==> config.mk <==
export PLATFORM = sky130hd
export DESIGN_NAME = pdec_top
export DESIGN_NICKNAME = d
export VERILOG_FILES = /design/src/rtl/pdec_pkg.sv /design/src/rtl/pdec_cfg.sv /design/src/rtl/pdec_match.sv /design/src/rtl/pdec_seq.sv /design/src/rtl/pdec_top.sv
export SDC_FILE = /design/constraint.sdc
export NUM_CORES = 1
export LEC_CHECK = 0
export ABC_AREA = 1
export CAP_MARGIN = 15
export CORE_MARGIN = 2
export CORE_UTILIZATION = 41
export CTS_CLUSTER_DIAMETER = 30
export DETAILED_ROUTE_END_ITERATION = 10
export PLACE_DENSITY_LB_ADDON = 0.08
export SLEW_MARGIN = 0
export SYNTH_ARGS = -nofsm -noshare
export SYNTH_HDL_FRONTEND = slang
export SYNTH_SLANG_ARGS = --single-unit
==> constraint.sdc <==
create_clock -name clk_i -period 1.3 [get_ports clk_i]
set_clock_uncertainty 0.1 [all_clocks]
set_input_delay 0.325 -clock clk_i [delete_from_list [all_inputs] [get_ports clk_i]]
set_output_delay 0.325 -clock clk_i [all_outputs]
set_load 0.02 [all_outputs]
==> src/rtl/pdec_pkg.sv <==
package pdec_pkg;
    localparam int N_SLOT = 5;
    // address bits [15:8] of each slot window, slot 0 first
    localparam logic [7:0] SLOT_PAGE [N_SLOT] = '{8'hEF, 8'hEE, 8'hED, 8'hEC, 8'hE9};
    // enable-register bit owning each slot
    localparam int SLOT_BIT [N_SLOT] = '{0, 1, 4, 6, 7};

    typedef enum logic [1:0] {
        TGT_EXT  = 2'd0,
        TGT_SLOT = 2'd1,
        TGT_RAM  = 2'd2,
        TGT_BAD  = 2'd3
    } tgt_e;
endpackage

==> src/rtl/pdec_cfg.sv <==
module pdec_cfg #(
    parameter int EN_W = 8
) (
    input  logic            clk_i,
    input  logic            rst_ni,
    input  logic            wr_i,
    input  logic            glb_i,
    input  logic [EN_W-1:0] en_i,
    output logic            glb_o,
    output logic [EN_W-1:0] en_o
);
    typedef struct packed {
        logic            glb;
        logic [EN_W-1:0] en;
    } cfg_t;

    cfg_t cfg_d, cfg_q;

    always_comb begin
        cfg_d = cfg_q;
        if (wr_i) begin
            cfg_d.glb = glb_i;
            cfg_d.en  = en_i;
        end
    end

    always_ff @(posedge clk_i or negedge rst_ni) begin
        if (!rst_ni) cfg_q <= '0;
        else         cfg_q <= cfg_d;
    end

    assign glb_o = cfg_q.glb;
    assign en_o  = cfg_q.en;


    cfg_load_chk: assert property (@(posedge clk_i) disable iff (!rst_ni)
        wr_i |=> (glb_o == $past(glb_i)) && (en_o == $past(en_i)));
endmodule

==> src/rtl/pdec_match.sv <==
module pdec_match
    import pdec_pkg::*;
#(
    parameter int ADDR_W      = 24,
    parameter int EN_W        = 8,
    parameter int RAM_EN_BIT  = 3,
    parameter int RAM_BANK_LO = 9,
    parameter int RAM_BANK_HI = 15
) (
    input  logic [ADDR_W-1:8] addr_i,
    input  logic              byte_i,
    input  logic              glb_i,
    input  logic [EN_W-1:0]   en_i,
    output tgt_e              tgt_o,
    output logic [N_SLOT-1:0] slot_hit_o
);
    localparam int BANK_W = ADDR_W - 16;

    logic [BANK_W-1:0] bank;
    logic [7:0]        page;
    logic              bank_zero;
    logic              ram_hit;
    logic              unused_en;

    assign bank      = addr_i[ADDR_W-1:16];
    assign page      = addr_i[15:8];
    assign bank_zero = (bank == '0);
    assign unused_en = ^en_i;

    for (genvar k = 0; k < N_SLOT; k++) begin : g_slot
        assign slot_hit_o[k] = glb_i && en_i[SLOT_BIT[k]] && bank_zero
                               && (page == SLOT_PAGE[k]);
    end

    assign ram_hit = glb_i && en_i[RAM_EN_BIT]
                     && (bank >= BANK_W'(RAM_BANK_LO))
                     && (bank <= BANK_W'(RAM_BANK_HI));

    always_comb begin
        if (|slot_hit_o)  tgt_o = byte_i ? TGT_BAD : TGT_SLOT;
        else if (ram_hit) tgt_o = TGT_RAM;
        else              tgt_o = TGT_EXT;
    end


    slot_unique_chk: assert final ($onehot0(slot_hit_o));
endmodule

==> src/rtl/pdec_seq.sv <==
module pdec_seq
    import pdec_pkg::*;
#(
    parameter int RAM_AW = 14,
    parameter int WAIT_N = 2
) (
    input  logic              clk_i,
    input  logic              rst_ni,
    input  logic              req_i,
    input  tgt_e              tgt_i,
    input  logic [N_SLOT-1:0] slot_hit_i,
    input  logic [RAM_AW-1:0] off_i,
    output logic [N_SLOT-1:0] slot_sel_o,
    output logic              ram_sel_o,
    output logic [RAM_AW-1:0] ram_off_o,
    output logic              ext_sel_o,
    output logic              ready_o,
    output logic              error_o
);
    localparam int CW = $clog2(WAIT_N + 1);

    typedef struct packed {
        logic              busy;
        logic              bad;
        logic [CW-1:0]     cnt;
        logic [N_SLOT-1:0] slot;
        logic              ram;
        logic              ext;
        logic              rdy;
        logic              err;
        logic [RAM_AW-1:0] off;
    } st_t;

    st_t st_d, st_q;

    always_comb begin
        st_d     = st_q;
        st_d.rdy = 1'b0;
        st_d.err = 1'b0;
        if (st_q.busy) begin
            if (st_q.rdy) begin
                st_d.busy = 1'b0;
                st_d.bad  = 1'b0;
                st_d.slot = '0;
            end else begin
                st_d.cnt = st_q.cnt + 1'b1;
                if (st_q.cnt == CW'(WAIT_N - 1)) begin
                    st_d.rdy = 1'b1;
                    st_d.err = st_q.bad;
                end
            end
        end else begin
            st_d.slot = '0;
            st_d.ram  = 1'b0;
            st_d.ext  = 1'b0;
            st_d.bad  = 1'b0;
            st_d.off  = '0;
            if (req_i) begin
                st_d.cnt = '0;
                unique case (tgt_i)
                    TGT_SLOT: begin
                        st_d.busy = 1'b1;
                        st_d.slot = slot_hit_i;
                    end
                    TGT_BAD: begin
                        st_d.busy = 1'b1;
                        st_d.bad  = 1'b1;
                    end
                    TGT_RAM: begin
                        st_d.ram = 1'b1;
                        st_d.rdy = 1'b1;
                        st_d.off = off_i;
                    end
                    default: st_d.ext = 1'b1;
                endcase
            end
        end
    end

    always_ff @(posedge clk_i or negedge rst_ni) begin
        if (!rst_ni) st_q <= '0;
        else         st_q <= st_d;
    end

    assign slot_sel_o = st_q.slot;
    assign ram_sel_o  = st_q.ram;
    assign ram_off_o  = st_q.off;
    assign ext_sel_o  = st_q.ext;
    assign ready_o    = st_q.rdy;
    assign error_o    = st_q.err;


    one_sel_chk: assert property (@(posedge clk_i) disable iff (!rst_ni)
        $onehot0({slot_sel_o, ram_sel_o, ext_sel_o}));

    ext_no_ack_chk: assert property (@(posedge clk_i) disable iff (!rst_ni)
        ext_sel_o |-> !ready_o);

    ram_ack_chk: assert property (@(posedge clk_i) disable iff (!rst_ni)
        ram_sel_o |-> ready_o);

    slot_hold_chk: assert property (@(posedge clk_i) disable iff (!rst_ni)
        (|slot_sel_o && !ready_o) |=> $stable(slot_sel_o));

    slot_wait_chk: assert property (@(posedge clk_i) disable iff (!rst_ni)
        (|slot_sel_o && ready_o) |-> ($past(|slot_sel_o, 1) && $past(|slot_sel_o, 2)
                                      && !$past(ready_o, 1)));

    err_clean_chk: assert property (@(posedge clk_i) disable iff (!rst_ni)
        error_o |-> (ready_o && slot_sel_o == '0 && !ram_sel_o && !ext_sel_o));

    err_pulse_chk: assert property (@(posedge clk_i) disable iff (!rst_ni)
        error_o |=> !error_o);

    cnt_range_chk: assert property (@(posedge clk_i) disable iff (!rst_ni)
        st_q.cnt <= CW'(WAIT_N));
endmodule

==> src/rtl/pdec_top.sv <==
module pdec_top
    import pdec_pkg::*;
#(
    parameter int ADDR_W      = 24,
    parameter int EN_W        = 8,
    parameter int RAM_AW      = 14,
    parameter int RAM_EN_BIT  = 3,
    parameter int RAM_BANK_LO = 9,
    parameter int RAM_BANK_HI = 15,
    parameter int WAIT_N      = 2
) (
    input  logic              clk_i,
    input  logic              rst_ni,
    input  logic              cfg_wr_i,
    input  logic              cfg_glb_i,
    input  logic [EN_W-1:0]   cfg_en_i,
    input  logic              req_i,
    input  logic [ADDR_W-1:0] addr_i,
    input  logic              byte_i,
    output logic [N_SLOT-1:0] slot_sel_o,
    output logic              ram_sel_o,
    output logic [RAM_AW-1:0] ram_off_o,
    output logic              ext_sel_o,
    output logic              ready_o,
    output logic              error_o
);
    logic              glb;
    logic [EN_W-1:0]   en;
    tgt_e              tgt;
    logic [N_SLOT-1:0] slot_hit;

    pdec_cfg #(.EN_W(EN_W)) cfg_i (
        .clk_i (clk_i),
        .rst_ni(rst_ni),
        .wr_i  (cfg_wr_i),
        .glb_i (cfg_glb_i),
        .en_i  (cfg_en_i),
        .glb_o (glb),
        .en_o  (en)
    );

    pdec_match #(
        .ADDR_W     (ADDR_W),
        .EN_W       (EN_W),
        .RAM_EN_BIT (RAM_EN_BIT),
        .RAM_BANK_LO(RAM_BANK_LO),
        .RAM_BANK_HI(RAM_BANK_HI)
    ) match_i (
        .addr_i    (addr_i[ADDR_W-1:8]),
        .byte_i    (byte_i),
        .glb_i     (glb),
        .en_i      (en),
        .tgt_o     (tgt),
        .slot_hit_o(slot_hit)
    );

    pdec_seq #(
        .RAM_AW(RAM_AW),
        .WAIT_N(WAIT_N)
    ) seq_i (
        .clk_i     (clk_i),
        .rst_ni    (rst_ni),
        .req_i     (req_i),
        .tgt_i     (tgt),
        .slot_hit_i(slot_hit),
        .off_i     (addr_i[RAM_AW-1:0]),
        .slot_sel_o(slot_sel_o),
        .ram_sel_o (ram_sel_o),
        .ram_off_o (ram_off_o),
        .ext_sel_o (ext_sel_o),
        .ready_o   (ready_o),
        .error_o   (error_o)
    );


    glb_off_chk: assert property (@(posedge clk_i) disable iff (!rst_ni)
        (req_i && !glb && !ready_o && slot_sel_o == '0 && !error_o
         && !ram_sel_o && !ext_sel_o) |=> (ext_sel_o || |slot_sel_o || error_o || ready_o
                                           || $past(cfg_wr_i)));
endmodule

Word level (Yosys, flattened, before mapping)
Index checks and enable logic that the tools add are counted.

Add/subtract/negate cells: 1. Order comparisons: 2. Equality and inequality tests: 11. Mux-type cells: 19. Reductions and logical operators: 24.

Operators with widths (count): $eq A8 B8 Y1 const B (5); $mux W14 (2); $logic_and A1 B1 Y1 (18); $mux W2 (7); $mux W12 (1); $mux W5 (2); $mux W9 (1); $ge A8 B4 Y1 const B (1); $le A8 B4 Y1 const B (1); $logic_not A8 Y1 (1); $mux W1 (6); $reduce_or A5 Y1 (1); $eq A2 B1 Y1 const B (2); $eq A2 B2 Y1 const B (2); $ne A2 B2 Y1 const B (2); $reduce_or A3 Y1 (1); $add A2 B1 Y2 const B (1); $reduce_and A2 Y1 (1); $reduce_bool A2 Y1 (1); $reduce_or A2 Y1 (1).

Logic and storage cells: 68. Output and inout bits: 23. Flip-flop bits (word level): 36.

Depth between registers and ports, before layout
Depth after elaboration: 10. Mapped depth: 10. Depth with buffers taken out: 10.

Cells and area by module
Synthesis repeated with hierarchy kept, for this count alone.

Cells, all modules: 237. Area total of the unflattened synthesis: 1861.8 um^2.

Modules (own cells, without submodules): pdec_seq (sequential area each 675.6 um^2, area an instance 1251.2 um^2, cells an instance 142, instances 1); pdec_cfg (sequential area each 225.2 um^2, area an instance 341.6 um^2, cells an instance 38, instances 1); pdec_match (sequential area each 0.0 um^2, area an instance 269.0 um^2, cells an instance 57, instances 1).

Worst setup path after synthesis
Ideal clock, no wire load.

Kind: register to register. From: reg seq_i.st_q[26] in the netlist's numbering. To: reg seq_i.st_q (netlist bit seq_i.slot_sel_o[0]). Setup time: 0.092 ns. Path buffers: 1. Data required time: 1.108 ns. Path slack: 0.055 ns. Cell stages (with the launch flop): 6. Arrival: 1.053 ns. Path through: dfrtp_1 > buf_6 > clkinv_2 > nand2_2 > or2_4 > o31ai_2.

Longest elaborated chain between the ends: 1. Elaborated cells between the ends (all ways): 2. Those cells by class: 1 x eq/ne; 1 x mux.

RTL lines: start: declaration (RTL line pdec_seq.sv:34) `st_t st_d, st_q;`; start signal: assignment (RTL line pdec_seq.sv:82) `else st_q <= st_d;`; $ne A2 B2 Y1 (no line) / $mux W9 (equally long branches).

Several ways; a longest one is shown, not always the timed one. A chain may end at the register's enable or synchronous reset.

Worst setup path after layout
From: reg cfg_i.cfg_q (netlist bit cfg_i.glb_o). To: reg seq_i.st_q (netlist bit seq_i.ext_sel_o).

Longest elaborated chain between the ends: 9. Elaborated cells between the ends (all ways): 27. Those cells by class: 3 x eq/ne; 4 x mux; 20 x reduce/logical.

RTL lines: start: declaration (RTL line pdec_cfg.sv:17) `cfg_t cfg_d, cfg_q;`; start signal: assignment (RTL line pdec_cfg.sv:29) `else cfg_q <= cfg_d;`; $logic_and A1 B1 Y1 (on tied branches) (RTL line pdec_match.sv:31, pdec_match.sv:35); $logic_and A1 B1 Y1 (on tied branches) (RTL line pdec_match.sv:31, pdec_match.sv:36); $logic_and A1 B1 Y1 (on tied branches) (RTL line pdec_match.sv:32, pdec_match.sv:37); $reduce_or A5 Y1 / $mux W2 (equally long branches) (RTL line pdec_match.sv:40, pdec_match.sv:41); $mux W2 (*) (RTL line pdec_match.sv:40) `if (|slot_hit_o) tgt_o = byte_i ? TGT_BAD : TGT_SLOT;`; $eq A2 B1 Y1 / $eq A2 B2 Y1 (equally long branches) (RTL line pdec_seq.sv:60) `unique case (tgt_i)`; $reduce_or A3 Y1 (no line) (*); $mux W1 (*) (RTL line pdec_seq.sv:60); $mux W12 (*) (RTL line pdec_seq.sv:58) `if (req_i) begin`.

Mark *: on every way between the ends. The rest lies on a longest branch, timed or not. The select of a mux whose other input is x is not followed.

==> impl_metrics.env <==
export IMPL_outcome="finished with violations"
export IMPL_firstDrtPassIters=4
export IMPL_finalSetupViolCount=18
export IMPL_timing_hold_violations_final=0
export IMPL_critical_path_cell_chain="buf_6, nand2_4, nor2_4, nand3_2, a21oi_1, nor2_1, nand3_1, nand2_1"
export IMPL_hold_ws_ps=301
export IMPL_grt_max_degree=35
export IMPL_detail_route_vias_per_cell=4.65
export IMPL_synth_nets=248
export IMPL_row_count=24
export IMPL_reg2reg_from="cfg_i.glb_o"
export IMPL_slew_viol_final=0
export IMPL_slew_hr_pct=84.3
export IMPL_worstMarginPinSlew_ps=235
export IMPL_cts_root_buf="sky130_fd_sc_hd__clkbuf_8"
export IMPL_ff2ff_path_depth=8
export IMPL_start_kind="flop"
export IMPL_finalWorstPathRequiredPeriod_ps=1370
export IMPL_average_size_of_a_mapped_cell_um2=9.00
export IMPL_cts_path_max_buffers=2
export IMPL_critPathMaxFanout=4
export IMPL_cap_viol_max_count=0
export IMPL_power_density_nw_per_um2=877
export IMPL_timing_critical_path_max_delay_family="simple AND/OR/NAND/NOR gates"
export IMPL_worst_endpoint_arrival_ps=1460
export IMPL_fp_dieW_um=71.7
export IMPL_crit_start="cfg_i.glb_o"
export IMPL_yosysSeqAreaShare_pct=45.2
export IMPL_route_detailed_drc=0
export IMPL_worst_ep_required_ps=1390
export IMPL_grt_pass1_wl_um=6920
export IMPL_first_iter_violations=69
export IMPL_min_delay_path_class="in -> async"
export IMPL_tritoncts="yes"
export IMPL_drtAntennaViolNets=0
export IMPL_antenna_cells_inserted=0
export IMPL_die_height_um=71.7
export IMPL_tritoncts_num_buffers=5
export IMPL_ir_drop_v=0.000558
export IMPL_post_dp_hpwl_um=2870
export IMPL_area_occupied_by_multi_input_gates_um2=910
export IMPL_post_synth_inst_count=209
export IMPL_start_util_pct=42.9
export IMPL_clk_insertion_delay_late_ps=290
export IMPL_timing_critical_path_buf_inv=1
export IMPL_totalWireLength_um=4080
export IMPL_globalRouteTotalUtil_pct=17.5
export IMPL_final_layout_size_suffix_gt1_share_pct=45.3
export IMPL_timing_critical_path_to="seq_i.ext_sel_o"
export IMPL_critical_path_slowest_cell="sky130_fd_sc_hd__dfrtp_1"
export IMPL_ios=61
export IMPL_syn_to_final_growth_pct=46.4
export IMPL_vias_in_the_first_global_route=1521
export IMPL_critical_path_depth=8
export IMPL_worst_setup_path_type="reg -> reg"
export IMPL_max_freq_mhz=729
export IMPL_yosys_cell_types_count=29
export IMPL_power_leakage_uw=0.00144
export IMPL_post_drt_wl_per_cell_um=12.4
export IMPL_cp_end_kind="flop"
export IMPL_antenna_found_initial=0
export IMPL_vias=1534
export IMPL_final_period_utilization_pct=106
export IMPL_synth_ff_latch_count=34
export IMPL_yosysWarnings=0
export IMPL_syn_cell_area_um2=1880
export IMPL_layout_filler_cells=400
export IMPL_violations="setup timing"
export IMPL_hold_buffers=0
export IMPL_cts_sinks=34
export IMPL_final_nets=317
export IMPL_worst_r2r_endpoint="seq_i.ext_sel_o"
export IMPL_cp_slowest_stage_delay_ps=390
export IMPL_worst_setup_hold_path_clk_slew_ps=70
export IMPL_worst_case_register_to_register_setup_slack_ps=-70
export IMPL_dieArea_um2=5140
export IMPL_fin_ws_ps=-71.8
export IMPL_ff_latch_area_um2=851
export IMPL_final_util_pct=62.8
export IMPL_design_core_area_um2=4380
export IMPL_rsz0062_at_grt="true"
export IMPL_port_buffers=58
export IMPL_gr_total_overflow=0
export IMPL_cts_max_level=2
export IMPL_finalWeightedCongestion=0.809
## metrics by stage
stage	setup WS (ps)	instance area (um2)	total power, uW	setup TNS [ps]	cells
floorplan	55.4	1880	1230	0	209
global placement	-438	2550	1410	-11430	319
detailed placement	-483	2550	1410	-11960	319
CTS	-63.7	2700	2420	-470	330
global route	-177	2750	2520	-2040	330
finish	-71.8	2750	2410	-599	330
## cells in the final DEF (no fill, tap or decap), types with 6 or more instances in the layout
cell                              count
sky130_fd_sc_hd__nand2_4              8
sky130_fd_sc_hd__clkdlybuf4s50_1     18
sky130_fd_sc_hd__nor2_1              12
sky130_fd_sc_hd__dfrtp_1             34
sky130_fd_sc_hd__inv_1               24
sky130_fd_sc_hd__dlygate4sd2_1       17
sky130_fd_sc_hd__clkbuf_8             6
sky130_fd_sc_hd__nand3_2              9
sky130_fd_sc_hd__buf_2               23
sky130_fd_sc_hd__inv_2                6
sky130_fd_sc_hd__buf_4               21
sky130_fd_sc_hd__nand2_1             35
sky130_fd_sc_hd__o21ai_2             13
## cell usage after synthesis, drive strengths merged
| cell type | instances | area, um2 |
|---|---|---|
| clkinv | 1 | 5.00 |
| o31ai | 4 | 50.1 |
| or2 | 1 | 8.76 |
| mux2 | 5 | 56.3 |
| nor2 | 22 | 119 |
| nand3 | 14 | 95.1 |
| nor3 | 2 | 21.3 |
| ha | 1 | 12.5 |
| o22ai | 1 | 6.26 |
| inv | 31 | 119 |
| clkbuf | 2 | 7.51 |
| o21ai | 17 | 115 |
| nand3b | 1 | 20.0 |
| buf | 21 | 165 |
| dfrtp | 34 | 851 |
| a21oi | 3 | 15.0 |
| nand4 | 1 | 6.26 |
| nand2 | 48 | 208 |
## worst min path at each step
stage / to / slack [ps] / cells past startpoint
after floorplan: cfg_i.en_o[0] / -70 / 0
after global placement: seq_i.ram_off_o[7] / 370 / 2
after detailed placement: seq_i.ram_off_o[2] / 370 / 2
after CTS: seq_i.slot_sel_o[4] / 310 / 2
after global routing: seq_i.ram_off_o[6] / 320 / 2
final: seq_i.ram_off_o[6] / 300 / 2
## cell type report
cell class / count / share of cell area (%)
multi-input combinational: 121 / 33.0
clock inverter: 1 / 1.09
timing repair buffer: 84 / 25.1
clock buffer: 6 / 3.00
sequential: 34 / 30.9
inverter: 32 / 4.50
tap: 52 / 2.36
## cell families after synthesis
family / count (synthesis) / share of synthesized area, %
DFF: 34 / 45.2
muxes: 5 / 2.99
and+or+nand+nor: 89 / 25.4
buffers and inverters: 55 / 15.8
adders and majority gates: 1 / 0.665
AOI/OAI and AO/OA: 25 / 9.91
## power breakdown
group          internal [uW]  switching [uW]
Combinational            160             154
Sequential              1080            19.8
Clock                    613             382
Total                   1860             556
## what timing repair did
action	4_1_cts	5_1_grt
pin swaps	36	12
buffers inserted	2	0
resized for setup	144	12
setup endpoints to repair	47	24
gates cloned	2	0
## state kept, by name (all words and copies together) (netlist names)
signal,flops
seq_i.ram_off_o,14
cfg_i.en_o,6
seq_i.slot_sel_o,5
seq_i.st_q,4
cfg_i.glb_o,1
seq_i.error_o,1
seq_i.ext_sel_o,1
seq_i.ram_sel_o,1
seq_i.ready_o,1
## routing by layer
metal,track usage [%],vias up,part of all wire (%)
met3,5.20,5,5.4
met4,5.03,0,1.0
met5,0,-,0
met1,21.9,720,42
met2,29.4,35,51
li1,-,774,-
(Power assumes the default switching activity.)
